===== config.mk =====
export PLATFORM = sky130hd
export DESIGN_NAME = onewire_search_seq
export DESIGN_NICKNAME = d
export VERILOG_FILES = /design/src/rtl/onewire_search_seq.sv
export SDC_FILE = /design/constraint.sdc
export NUM_CORES = 1
export LEC_CHECK = 0
export BUFFER_PORTS_ARGS = -buffer_cell sky130_fd_sc_hd__buf_2
export CAP_MARGIN = 40
export CORE_MARGIN = 10
export CORE_UTILIZATION = 54
export DETAILED_ROUTE_END_ITERATION = 6
export PLACE_DENSITY = 0.78
export SYNTH_ARGS = -nofsm -noshare
export SYNTH_HDL_FRONTEND = slang
export SYNTH_SLANG_ARGS = --single-unit

===== constraint.sdc =====
create_clock -name clk -period 1.65 [get_ports clk]
set_input_delay 0.165 -clock clk [delete_from_list [all_inputs] [get_ports clk]]
set_output_delay 0.165 -clock clk [all_outputs]
set_load 0.03 [all_outputs]

===== src/rtl/onewire_search_seq.sv =====
module onewire_search_seq #(
  parameter int STEPS = 4
) (
  input  logic               clk,
  input  logic               rst_n,
  input  logic               acc_en,
  input  logic               in_valid,
  input  logic [2*STEPS-1:0] in_byte,
  output logic               out_valid,
  output logic [2*STEPS-1:0] out_byte,
  output logic               nodev_err,
  output logic               slot_req,
  output logic               slot_write,
  output logic               slot_wbit,
  input  logic               slot_ack,
  input  logic               slot_rbit
);
  localparam int BW = 2 * STEPS;
  localparam int IW = (BW > 2) ? $clog2(BW) : 1;
  localparam logic [IW-1:0] LAST = IW'(BW - 2);

  typedef enum logic [1:0] {IDLE, RD_A, RD_B, WR} st_t;

  st_t st;
  logic [BW-1:0] choice, acc;
  logic [IW-1:0] bi;
  logic first, res;

  wire both0   = !first && !slot_rbit;
  wire same    = first == slot_rbit;
  wire pick    = choice[bi | IW'(1)];
  wire res_nxt = both0 ? pick : first;

  assign slot_req   = st != IDLE;
  assign slot_write = st == WR;
  assign slot_wbit  = res;

  always_ff @(posedge clk or negedge rst_n) begin
    if (!rst_n) begin
      st        <= IDLE;
      choice    <= '0;
      acc       <= '0;
      bi        <= '0;
      first     <= 1'b0;
      res       <= 1'b0;
      out_valid <= 1'b0;
      out_byte  <= '0;
      nodev_err <= 1'b0;
    end else begin
      out_valid <= 1'b0;
      if (!acc_en) begin
        st        <= IDLE;
        nodev_err <= 1'b0;
      end else begin
        case (st)
          IDLE: if (in_valid) begin
            choice <= in_byte;
            bi     <= '0;
            st     <= RD_A;
          end
          RD_A: if (slot_ack) begin
            first <= slot_rbit;
            st    <= RD_B;
          end
          RD_B: if (slot_ack) begin
            res              <= res_nxt;
            acc[bi]          <= same;
            acc[bi | IW'(1)] <= res_nxt;
            if (first && slot_rbit) nodev_err <= 1'b1;
            st <= WR;
          end
          WR: if (slot_ack) begin
            if (bi == LAST) begin
              st        <= IDLE;
              out_valid <= 1'b1;
              out_byte  <= acc;
            end else begin
              bi <= bi + IW'(2);
              st <= RD_A;
            end
          end
          default: st <= IDLE;
        endcase
      end
    end
  end
endmodule


### Yosys cells after proc, flatten, opt, wreduce, memory -nomap -nowiden

Cells that the tools add are included.

* flip-flop bits (word level): 33
* latch bits: 0
* RAM bits: 0
* bits in read-only memories: 0
* input port bits: 14
* output and inout bits: 13
* word-level logic and storage cells: 73
* memories kept: 0

* add/sub/neg operators: 1
* multiply operators: 0
* div/mod/pow operators: 0
* magnitude comparators: 4
* equal/unequal tests: 15
* shift-type cells: 0
* muxes and demuxes: 28
* bitwise logic cells: 0
* reduce and logical (&&, ||, !) cells: 16

Operators with widths (number)
* bitwise mux 8 bit: 2
* two-way mux 1 bit: 13
* AND reduction 3 bit: 4
* two-way mux 2 bit: 5
* two-way mux 3 bit: 3
* inequality test 3 bit (second input constant): 3
* < comparator 3 x 4 -> 1 bit (second input constant): 2
* inequality test 2 x 1 -> 1 bit (second input constant): 4
* one-hot mux 2 bit (4 select lines): 1
* AND reduction 4 bit: 2
* >= comparator 3 x 1 -> 1 bit (second input constant): 2
* one-hot mux 3 bit (2 select lines): 1
* AND reduction 5 bit: 1
* == test 2 bit (second input constant): 2
* logical AND 1 bit: 4
* inequality test 2 bit (second input constant): 2
* nonzero test 2 bit: 2
* adder 3 x 2 -> 3 bit (second input constant): 1
* demux 1 bit (select 3 bit): 1
* == test 3 bit (second input constant): 1
* inequality test 3 x 2 -> 1 bit (second input constant): 1
* binary-select mux 1 bit (select 2 bit): 1
* demux 1 bit (select 2 bit): 1
* == test 2 x 1 -> 1 bit (second input constant): 1
* 3 further kinds: 4

### Depth between registers and ports, before layout

* depth after elaboration: 6
* depth in mapped cells: 5
* mapped depth without buffers: 5

### Least setup slack after synthesis

OpenSTA, ideal clock, no wires.

* kind: register to register
* start point: reg st[0]
* end point: reg st[0]
* setup time: 66 ps
* arrival: 1591 ps
* slack: -7 ps
* stages on the path, launching flop included: 6
* path buffers: 1
* clock period less this slack: 1657 ps
* path through: dfrtp_1 ha_1 buf_6 o21ba_4 o41ai_2 o311a_1

* longest elaborated chain between the ends: 3

Ends and longest elaborated chain
* from (decl): RTL line 24 `st_t st;`
* from (signal assigned): RTL line 40 `st <= IDLE;`
* from (signal assigned): RTL line 52 `st <= IDLE;`
* from (signal assigned): RTL line 59 `st <= RD_A;`
* == test 2 bit *
* via slot_write: RTL line 13 `output logic slot_write,`
* inequality test 3 x 2 -> 1 bit (no source line) / one-hot mux 2 bit (4 select lines) (equally long branches)
* AND reduction 4 bit (no source line) / two-way mux 2 bit (equally long branches)

Mark *: on every way through the listed nets, which the timed path passes. The rest lies on a longest branch.
A chain may end at the register's enable or synchronous reset.

### Worst setup path after layout

* start point: reg st[1]
* end point: reg st[1]

* longest elaborated chain between the ends: 3

Ends and longest elaborated chain
* == test 2 x 1 -> 1 bit (tied with other cells): RTL line 55 `case (st)`
* inequality test 3 bit (no source line) (tied with other cells)
* AND reduction 4 bit (no source line) / two-way mux 2 bit (equally long branches)

Several ways; a longest one is shown, not always the timed one.

==> run_results.csv <==
group,metric,value,unit
logic_synthesis,synth-async-reset-ratio,100.0,%
logic_synthesis,synth_compound_area_share,11.19,%
critical_path,timing.rr.end,"st[1]",
clocking,tritoncts,"built",
timing,finalCriticalPeriod,1.606,ns
critical_path,endpoint_kind,"flip-flop",
critical_path,path_class,"reg2reg",
timing,clock.fmax,622.7,MHz
logic_synthesis,ys_seq_elements,28,
logic_synthesis,yosysSeqAreaShare,48.95,%
clocking,cts_made_buffers,3,
cells_and_area,fin_area,1677,µm²
pwr,vdd_drop_max,826.0,µV
critical_path,slowest_delay,0.46,ns
logic_synthesis,synthSimpleGateAreaFrac,11.80,%
floorplan,rows,18,
detailed_routing,firstDrtPassIters,4,
logic_synthesis,syn_inst,121,
floorplan,chipWidth,71.49,µm
logic_synthesis,synth_top_family_by_area,"multiplexers",
critical_path,crit_fanout,9,
grt,grt_pass1_vias,1008,
cells_and_area,post-route-util,67.07,%
grt,grt_antenna_before_repair,0,
worst_hold_path,hold_depth,2,
critical_path,start_kind,"flip-flop",
timing,fin_crit_sh,97.33,%
critical_path,rr_startpoint,"st[1]",
logic_synthesis,synthXorXnorAreaFrac,0,%
worst_hold_path,worstHoldEndpoint,"choice[5]",
cells_and_area,drive_above_1_share,29.53,%
floorplan,start_util,57.26,%
clocking,clockRootBuffer,"clkbuf_4",
critical_path,slowest_stage,"dfrtp_2",
logic_synthesis,synth_cell_types,28,
grt,grt_usage,10.28,%
clocking,cts.path.max_buffers,2,
critical_path,crit_chain,"buf_4 -> ha_4 -> o21ba_4 -> o31ai_1 -> a21oi_1",
cells_and_area,syn_to_final_growth,17.13,%
detailed_routing,wire_per_inst,15.73,µm
worst_hold_path,min_path_type,"in2reg",
floorplan,core,2500,µm²
floorplan,die_h,71.49,µm
cells_and_area,fin_nets,176,
clocking,cts.clk_slew.worst_paths,0.16,ns
critical_path,critical_path_arrival,1.82,ns
logic_synthesis,yosysTopAreaCell,"dfrtp_1",
detailed_routing,ant_nets,0,
placement,place_congestion,0.8076,
detailed_routing,wl,2816,µm
worst_hold_path,holdCritStartpoint,"in_byte[5]",
placement,dpl_cell_area,1569,µm²
logic_synthesis,synthFlopType,"dfrtp_1",
clocking,cts_max_level,1,
logic_synthesis,synthMuxAreaShare,13.02,%
timing,setup_viol,0,
run,cap_violations,0,
logic_synthesis,syn_nets,147,
grt,grt_overflow_total,0,
timing,skew,0.006526,ns
timing,hold_viol,0,
detailed_routing,drc_errors,0,
critical_path,worst-path-stages,5,
cells_and_area,final_cell_mix,"dfrtp_1 (26), buf_2 (22), nand2_1 (14)",
timing,tightest_slew,0.6016,ns
grt,grt_pass1_wl,4443,µm
detailed_routing,via_count,995,
logic_synthesis,synth_enable_flop_cells,0,
timing,fin_ws,0.04403,ns
critical_path,cp_data_required_time,1.86,ns
placement,post-dp-hpwl,2027,µm
cells_and_area,diodes,0,
floorplan,ios,27,
logic_synthesis,postSynthAreaPerCell,11.83,µm²
detailed_routing,drt_iter0_markers,48,
status,status,"completed",
floorplan,die_area,5110,µm²
critical_path,r2r_setup_slack,0.04,ns
logic_synthesis,synthTopCellsByArea,"dfrtp_1 (49%), ha_1 (10%), mux2_1 (10%), nand2_1 (3.7%), o31ai_1 (3.1%)",
pwr,cellPowerDensity,1365,nW/µm²
timing,slew_viol_final,0,
logic_synthesis,yosys.area_share.adder,10.49,%
placement,io_buffers,22,
detailed_routing,vias_per_cell,5.559,
critical_path,rr_worst_depth,5,
logic_synthesis,synth_warnings,0,
cells_and_area,layout_commonest_cell,"dfrtp_1",
logic_synthesis,post-synth-top-area-fraction,48.95,%
critical_path,cp_top_family,"compound AO/OA/AOI/OAI gates",
pwr,leakage,0.8546,nW
clocking,clk_latency,0.32,ns
clocking,clock-sinks,28,
grt,grt_max_degree,29,
critical_path,cp.buffers_inverters,1,
timing,slew_headroom,59.89,%
placement,place_ws,0.08969,ns
logic_synthesis,synth_area,1431,µm²
cell usage after synthesis, types with 2 or more instances:
cell / number
o31ai_1: 6
dfrtp_1: 28
nor2b_1: 2
o21ai_1: 4
mux2i_1: 4
ha_1: 12
nand4_1: 4
inv_1: 10
buf_6: 2
o21ai_0: 3
nand2_1: 14
nand3_1: 3
mux2_1: 13
nand2b_1: 2
routing by layer:
layer / wire (µm) / vias up / GRT usage (%) / part of all wire, %
li1: - / 483 / - / -
met1: 1184 / 483 / 11.54 / 42
met2: 1411 / 25 / 18.43 / 50
met3: 193 / 4 / 3.444 / 6.9
met4: 27 / 0 / 1.935 / 0.96
met5: 0 / - / 0 / 0
how the worst max path moves through the flow:
stage | start | end | slack (ns)
after floorplan | st[0] | st[0] | 0.09
after detailed placement | st[0] | st[0] | 0.09
final | st[1] | st[1] | 0.04
after global placement | st[0] | st[0] | 0.12
after global routing | st[1] | st[0] | -0.04
after CTS | st[0] | st[0] | 0.05
area by class of cell:
type / instances / area (µm²)
Clock buffer: 3 / 22.52
Clock inverter: 1 / 30.03
Fill cell: 175 / 823.3
Inverter: 10 / 37.54
Multi-Input combinational cell: 80 / 695.7
Sequential cell: 28 / 703.2
Tap cell: 30 / 37.54
Timing Repair Buffer: 27 / 150.1
report_power, final:
group / leakage, nW / switching [mW] / internal, mW
clock: 0.0279 / 0.204 / 0.245
sequential: 0.373 / 0.107 / 0.838
combinational: 0.454 / 0.510 / 0.386
sequential cells by signal (all words and copies together), names as in the netlist:
register	cells
acc	8
bi	2
choice	4
first	1
nodev_err	1
out_byte	8
out_valid	1
slot_wbit	1
st	2
logic make-up after synthesis:
kind of cell,Yosys count
simple gates,31
buf+inv,13
compound gates,20
flops,28
mux,17
fa+ha+maj,12
metrics by stage:
step	TNS (ns)	hold WS [ns]	instances	total power, mW
global route	-0.07331	0.02845	179	2.435
CTS	0	0.03581	177	2.194
global placement	0	0.1978	172	1.702
detailed placement	0	0.2147	172	1.739
floorplan	0	-0.1306	121	1.532
finish	0	0.03737	179	2.289
worst reg2reg max path, delay by kind of cell (launching register included):
family                   cells  cell delay (ns)
AO/OA/AOI/OAI                3             0.70
flip-flops                   1             0.46
adder cells (fa/ha/maj)      1             0.20
buffers and inverters        1             0.15
repair_timing:
item                                    CTS  global route
endpoints found under the hold margin    28             0
endpoints found under the setup margin    0             5
resized for setup                         0             9
hold buffers                              1             0
buffers inserted                          0             2
No activity file was read; power rests on OpenSTA's default activity.
